**src/rtl/cfu_pkg.sv**
```systemverilog
package cfu_pkg;
  typedef enum logic [1:0] {
    OP_JUMP = 2'd0,
    OP_CALL = 2'd1,
    OP_RET  = 2'd2,
    OP_PASS = 2'd3
  } cfu_op_e;

  localparam int CMP_W   = 32;
  localparam int OFF_W   = 7;
  localparam int STEP_LG = 4;  // 16-byte instructions
endpackage

```
**src/rtl/cfu_cond.sv**
```systemverilog
module cfu_cond import cfu_pkg::*; (
  input  logic [2:0]       sel_i,
  input  logic [CMP_W-1:0] b_i,
  input  logic [CMP_W-1:0] imm_i,
  output logic             hit_o
);
  logic [CMP_W-1:0] diff;
  logic neg, ovf, slt, ule;

  assign diff = b_i - imm_i;
  assign neg  = diff[CMP_W-1];
  assign ovf  = (b_i[CMP_W-1] != imm_i[CMP_W-1]) && (diff[CMP_W-1] != b_i[CMP_W-1]);
  assign slt  = neg ^ ovf;
  assign ule  = (b_i <= imm_i);

  always_comb begin
    unique case (sel_i)
      3'd0: hit_o = ule;
      3'd1: hit_o = !ule;
      3'd2: hit_o = neg;
      3'd3: hit_o = !neg;
      3'd4: hit_o = ovf;
      3'd5: hit_o = !ovf;
      3'd6: hit_o = slt;
      default: hit_o = !slt;
    endcase
  end
endmodule

```
**src/rtl/cfu_stack.sv**
```systemverilog
module cfu_stack #(
  parameter int ADDR_W = 32,
  parameter int DATA_W = 64,
  parameter int DEPTH  = 16,
  localparam int CNT_W = $clog2(DEPTH + 1),
  localparam int IDX_W = (DEPTH > 1) ? $clog2(DEPTH) : 1
) (
  input  logic              clk_i,
  input  logic              rst_ni,
  input  logic              push_i,
  input  logic              pop_i,
  input  logic [ADDR_W-1:0] push_addr_i,
  input  logic [DATA_W-1:0] push_data_i,
  output logic [ADDR_W-1:0] top_addr_o,
  output logic [DATA_W-1:0] top_data_o,
  output logic [CNT_W-1:0]  count_o
);
  logic [ADDR_W-1:0] addr_mem [DEPTH];
  logic [DATA_W-1:0] data_mem [DEPTH];
  logic [CNT_W-1:0]  cnt_q;
  logic [IDX_W-1:0]  wr_idx, top_idx;

  assign wr_idx  = IDX_W'(cnt_q);
  assign top_idx = IDX_W'(cnt_q - 1'b1);

  always_ff @(posedge clk_i or negedge rst_ni) begin
    if (!rst_ni)     cnt_q <= '0;
    else if (push_i) cnt_q <= cnt_q + 1'b1;
    else if (pop_i)  cnt_q <= cnt_q - 1'b1;
  end

  always_ff @(posedge clk_i) begin
    if (push_i) begin
      addr_mem[wr_idx] <= push_addr_i;
      data_mem[wr_idx] <= push_data_i;
    end
  end

  assign top_addr_o = (cnt_q != '0) ? addr_mem[top_idx] : '0;
  assign top_data_o = (cnt_q != '0) ? data_mem[top_idx] : '0;
  assign count_o    = cnt_q;
endmodule

```
**src/rtl/cond_flow_unit.sv**
```systemverilog
module cond_flow_unit import cfu_pkg::*; #(
  parameter int PC_W   = 32,
  parameter int DATA_W = 64,
  parameter int DEPTH  = 16
) (
  input  logic              clk_i,
  input  logic              rst_ni,
  input  logic              valid_i,
  input  logic [1:0]        op_i,
  input  logic [2:0]        cond_i,
  input  logic [PC_W-1:0]   pc_i,
  input  logic [DATA_W-1:0] a_i,
  input  logic [31:0]       b_i,
  input  logic [31:0]       imm32_i,
  input  logic [7:0]        imm8_i,
  output logic [PC_W-1:0]   next_pc_o,
  output logic              taken_o,
  output logic [DATA_W-1:0] c_o,
  output logic              stack_full_o
);
  localparam int CNT_W = $clog2(DEPTH + 1);

  cfu_op_e           op;
  logic              hit, full, empty, push, pop;
  logic [CNT_W-1:0]  depth_w;
  logic [PC_W-1:0]   seq_pc, fwd_pc, top_addr;
  logic [DATA_W-1:0] top_data;
  logic [PC_W-1:0]   offset;

  assign op = cfu_op_e'(op_i);

  cfu_cond u_cond (
    .sel_i (cond_i),
    .b_i   (b_i),
    .imm_i (imm32_i),
    .hit_o (hit)
  );

  assign full   = (depth_w == CNT_W'(DEPTH));
  assign empty  = (depth_w == '0);
  assign offset = PC_W'({1'b0, imm8_i[OFF_W-1:0]} + 8'd1) << STEP_LG;
  assign seq_pc = pc_i + PC_W'(1 << STEP_LG);
  assign fwd_pc = pc_i + offset;

  always_comb begin
    unique case (op)
      OP_JUMP: taken_o = valid_i && hit;
      OP_CALL: taken_o = valid_i && hit && !full;
      OP_RET:  taken_o = valid_i && !empty;
      default: taken_o = 1'b0;
    endcase
  end

  assign push = taken_o && (op == OP_CALL);
  assign pop  = taken_o && (op == OP_RET);

  always_comb begin
    next_pc_o = seq_pc;
    c_o       = a_i;
    if (taken_o) begin
      if (pop) begin
        next_pc_o = top_addr;
        c_o       = a_i ^ top_data;
      end else begin
        next_pc_o = fwd_pc;
      end
    end
  end

  cfu_stack #(
    .ADDR_W (PC_W),
    .DATA_W (DATA_W),
    .DEPTH  (DEPTH)
  ) u_stack (
    .clk_i       (clk_i),
    .rst_ni      (rst_ni),
    .push_i      (push),
    .pop_i       (pop),
    .push_addr_i (seq_pc),
    .push_data_i (a_i),
    .top_addr_o  (top_addr),
    .top_data_o  (top_data),
    .count_o     (depth_w)
  );

  assign stack_full_o = full;
endmodule

```
**config.mk**
```make
export PLATFORM = sky130hd
export DESIGN_NAME = cond_flow_unit
export DESIGN_NICKNAME = d
export VERILOG_FILES = /design/src/rtl/cfu_pkg.sv /design/src/rtl/cfu_cond.sv /design/src/rtl/cfu_stack.sv /design/src/rtl/cond_flow_unit.sv
export SDC_FILE = /design/constraint.sdc
export NUM_CORES = 2
export LEC_CHECK = 0
export ABC_AREA = 1
export BUFFER_PORTS_ARGS = -buffer_cell sky130_fd_sc_hd__buf_2
export CAP_MARGIN = 30
export CORE_MARGIN = 3
export CORE_UTILIZATION = 56
export CTS_CLUSTER_SIZE = 14
export DETAILED_ROUTE_END_ITERATION = 6
export PLACE_DENSITY = 0.86
export SYNTH_ARGS = -nofsm -noshare
export SYNTH_HDL_FRONTEND = slang
export SYNTH_SLANG_ARGS = --single-unit
export TNS_END_PERCENT = 1
```
**constraint.sdc**
```tcl
create_clock -name clk_i -period 10.03 [get_ports clk_i]
set_input_delay 0.5015 -clock clk_i [delete_from_list [all_inputs] [get_ports clk_i]]
set_output_delay 0.5015 -clock clk_i [all_outputs]
set_load 0.02 [all_outputs]
```
==> flow_summary_export.csv <==
group,metric,value,unit
drt,viasPerCell,6.61,
sta,tns,0,ns
setup_path,end_kind,"output port",
grt,gr-usage-all-layers,0.283,
sta,worst_slew_pin_slew,1.24,ns
die,die-area,119000,um2
clock_tree,clk_latency,0.75,ns
placement,gp_congestion,0.896,
die,pin_count,274,
die,fp.dieH,346,um
drt,initialDrtViolationCount,7008,
clock_tree,path_clk_slew,0.06,ns
finish,area_delta_synth_final,11.4,%
drt,drc,0,
finish,fill_cells,7548,
logic_synthesis,syn-num-nets,5289,
drt,vias,45400,
die,rows,123,
placement,dp_slack,3.87,ns
clock_tree,cts-resized-gates,0,
clock_tree,cts_hold_buf,1,
logic_synthesis,syn_inst,5065,
sta,max-slew-margin-rel,0.171,
logic_synthesis,synth_edf_count,1536,
logic_synthesis,synth_area,64600,um2
sta,fin_crit_sh,0.722,
finish,final_cells,6861,
clock_tree,cts_buffers,147,
clock_tree,cts_tree,"done",
logic_synthesis,netlist-cell-type-count,53,
logic_synthesis,synth.avg_cell_area,12.8,um2
power,ir_drop,0.000423,V
sta,fmax,138,MHz
job,maxCapViolCount,0,
clock_tree,cts_max_level,4,
die,start_util,0.569,
logic_synthesis,ys_ff_latch,1541,
power,p_leak,24.8,nW
sta,rsz0062_at_grt,"false",
setup_path,cp_max_fo,204,
finish,utilization,0.634,
sta,finalHoldViolCount,0,
grt,grt_antenna_before_repair,4,
grt,first_global_vias,44600,
setup_path,setup.worst_path.start_class,"register",
placement,dp.cells,6583,
clock_tree,root_buffer,"clkbuf_16",
placement,dpl.hpwl,89400,um
power,p_total,21.9,mW
logic_synthesis,ys_seq_area_frac,0.716,
sta,fin_crit,7.24,ns
run_status,status,"completed",
logic_synthesis,ys_warn_count,0,
clock_tree,clock_path_buffers,3,
drt,dr.pass1.iters,6,
sta,slew_viol_final,0,
logic_synthesis,synth_ff_type,"edfxtp_1",
sta,fin_ws,2.79,ns
grt,grt_pass1_wl,261000,um
power,power_density,304,nW/um2
die,core-area,113000,um2
setup_path,cp_data_arrival_time,6.74,ns
die,die_w,346,um
hold_path,min_path_type,"in -> reg",
setup_path,critical_path_required,9.53,ns
drt,postRouteAntennaNets,0,
finish,nNetsFinal,5468,
sta,fin_skew,0.0155,ns
finish,drive_gt1_frac,0.116,
placement,portBuffers,272,
drt,wl_per_cell,25.5,um
setup_path,crit_type,"reg -> out",
grt,overflow,0,
clock_tree,cts_sinks,1541,
clock_tree,post_cts_buffers,0,
logic_synthesis,async_flop_share,0.00324,
drt,totalWireLength,175000,um
grt,grt_start_max_net_pins,226,
sta,finalSetupViolCount,0,
-- path summary, 6_finish.rpt --
kind,from,to,slack [ns],cells past startpoint
setup reg to reg,u_stack.count_o[0]$_DFFE_PN0P_,u_stack.count_o[3]$_DFFE_PN0P_,4.65,13
max in group asynchronous,rst_ni,u_stack.count_o[0]$_DFFE_PN0P_,9.72,2
min in group asynchronous,rst_ni,u_stack.count_o[0]$_DFFE_PN0P_,0.15,2
hold reg to reg,u_stack.count_o[4]$_DFFE_PN0P_,u_stack.count_o[4]$_DFFE_PN0P_,0.53,2
hold / removal,pc_i[1],u_stack.addr_mem[5][1]$_DFFE_PP_,0.14,1
setup / recovery,u_stack.count_o[0]$_DFFE_PN0P_,next_pc_o[30],2.79,14
-- per-stage QoR --
| stage | hold WS [ns] | area (um2) |
|---|---|---|
| finish | 0.139 | 72000 |
| global route | 0.132 | 72000 |
| CTS | 0.113 | 71700 |
| detailed placement | 0.330 | 67200 |
| global placement | 0.330 | 67000 |
| floorplan | 0.206 | 64600 |
-- report_power, final --
group / leakage [nW] / switching, mW / internal (mW)
logic: 8.68 / 6.37 / 2.94
clock network: 2.21 / 2.36 / 2.95
registers: 13.9 / 0.0775 / 7.18
total: 24.8 / 8.81 / 13.1
-- layout make-up --
cell class,count,area [um2],share of cell area
inverters,122,494,0.00687
flip-flops and latches,1541,46300,0.643
diodes,3,7.51,0.000104
well taps,1500,1880,0.0261
multi-input cells,3051,16300,0.227
clock buffers,177,3850,0.0536
clock inverters,86,682,0.00948
repair buffers,381,2470,0.0344
-- routing by layer --
metal	vias to the layer above	GRT usage	wire length (um)
li1	19200	-	-
met1	21900	0.367	60800
met2	3648	0.458	85000
met3	564	0.0601	21800
met4	0	0.132	7580
met5	-	0	0
-- registers in the layout, summed over array words and instances (netlist names) --
name,flops
u_stack.count_o,5
u_stack.data_mem,1024
u_stack.addr_mem,512
-- critical path, stage by stage (launching register included) --
cell	delay, ns
dfrtp_4	0.94
inv_16	0.42
ha_4	0.35
inv_1	0.16
nor2_1	0.11
nand2_4	0.41
nand4_4	0.19
buf_4	0.34
buf_4	0.45
nor2_2	0.93
inv_1	0.55
o311ai_0	0.66
nand2_1	0.11
nand2_1	0.09
buf_2	0.17
-- logic make-up after synthesis --
family,after synthesis,share of synthesized area
flops,1541,0.716
xor+xnor,107,0.0151
buf+inv,473,0.0327
fa+ha+maj,48,0.00953
simple gates,1588,0.0969
compound gates,1308,0.130
-- cell usage in the layout (no fill, tap or decap), types with 28 or more instances in the layout --
cell | netlist | routed
edfxtp_1 | 1536 | 1536
nand2_1 | 1270 | 1270
a21oi_1 | 602 | 602
buf_2 | 177 | 272
o21ai_0 | 236 | 236
a221oi_1 | 186 | 186
clkbuf_16 | 0 | 150
nor2_1 | 138 | 136
nand3_1 | 123 | 123
inv_1 | 119 | 117
a32o_1 | 112 | 112
buf_4 | 24 | 91
xnor2_1 | 68 | 68
o221ai_1 | 63 | 63
ha_1 | 46 | 45
o22ai_1 | 39 | 39
xor2_1 | 37 | 37
clkinv_1 | 0 | 37
a221o_1 | 28 | 28
-- cell usage after synthesis (all sizes together) (2+ instances only) --
cell type  count  area (um2)
o221ai        63         552
nor2         143         549
a32o         112        1120
ha            46         576
fa             2        40.0
buf          230        1200
a21o           3        22.5
o211ai         2        15.0
xnor2         69         623
o32ai          2        17.5
o21bai         2        15.0
a311oi         2        17.5
clkbuf       121         455
a221oi       192        1720
nand4         14         115
o22ai         39         244
nor3          27         135
dfrtp          5         125
nor4           4        25.0
o31ai          3        22.5
o311ai         6        52.6
edfxtp      1536       46100
a21oi        602        3010
nand3        124         626
a31oi          3        18.8
inv          121         457
o21ai        245        1230
a21boi         3        22.5
nand2       1273        4790
xor2          38         352
a221o         28         280
No activity file was read; power rests on OpenSTA's default activity.
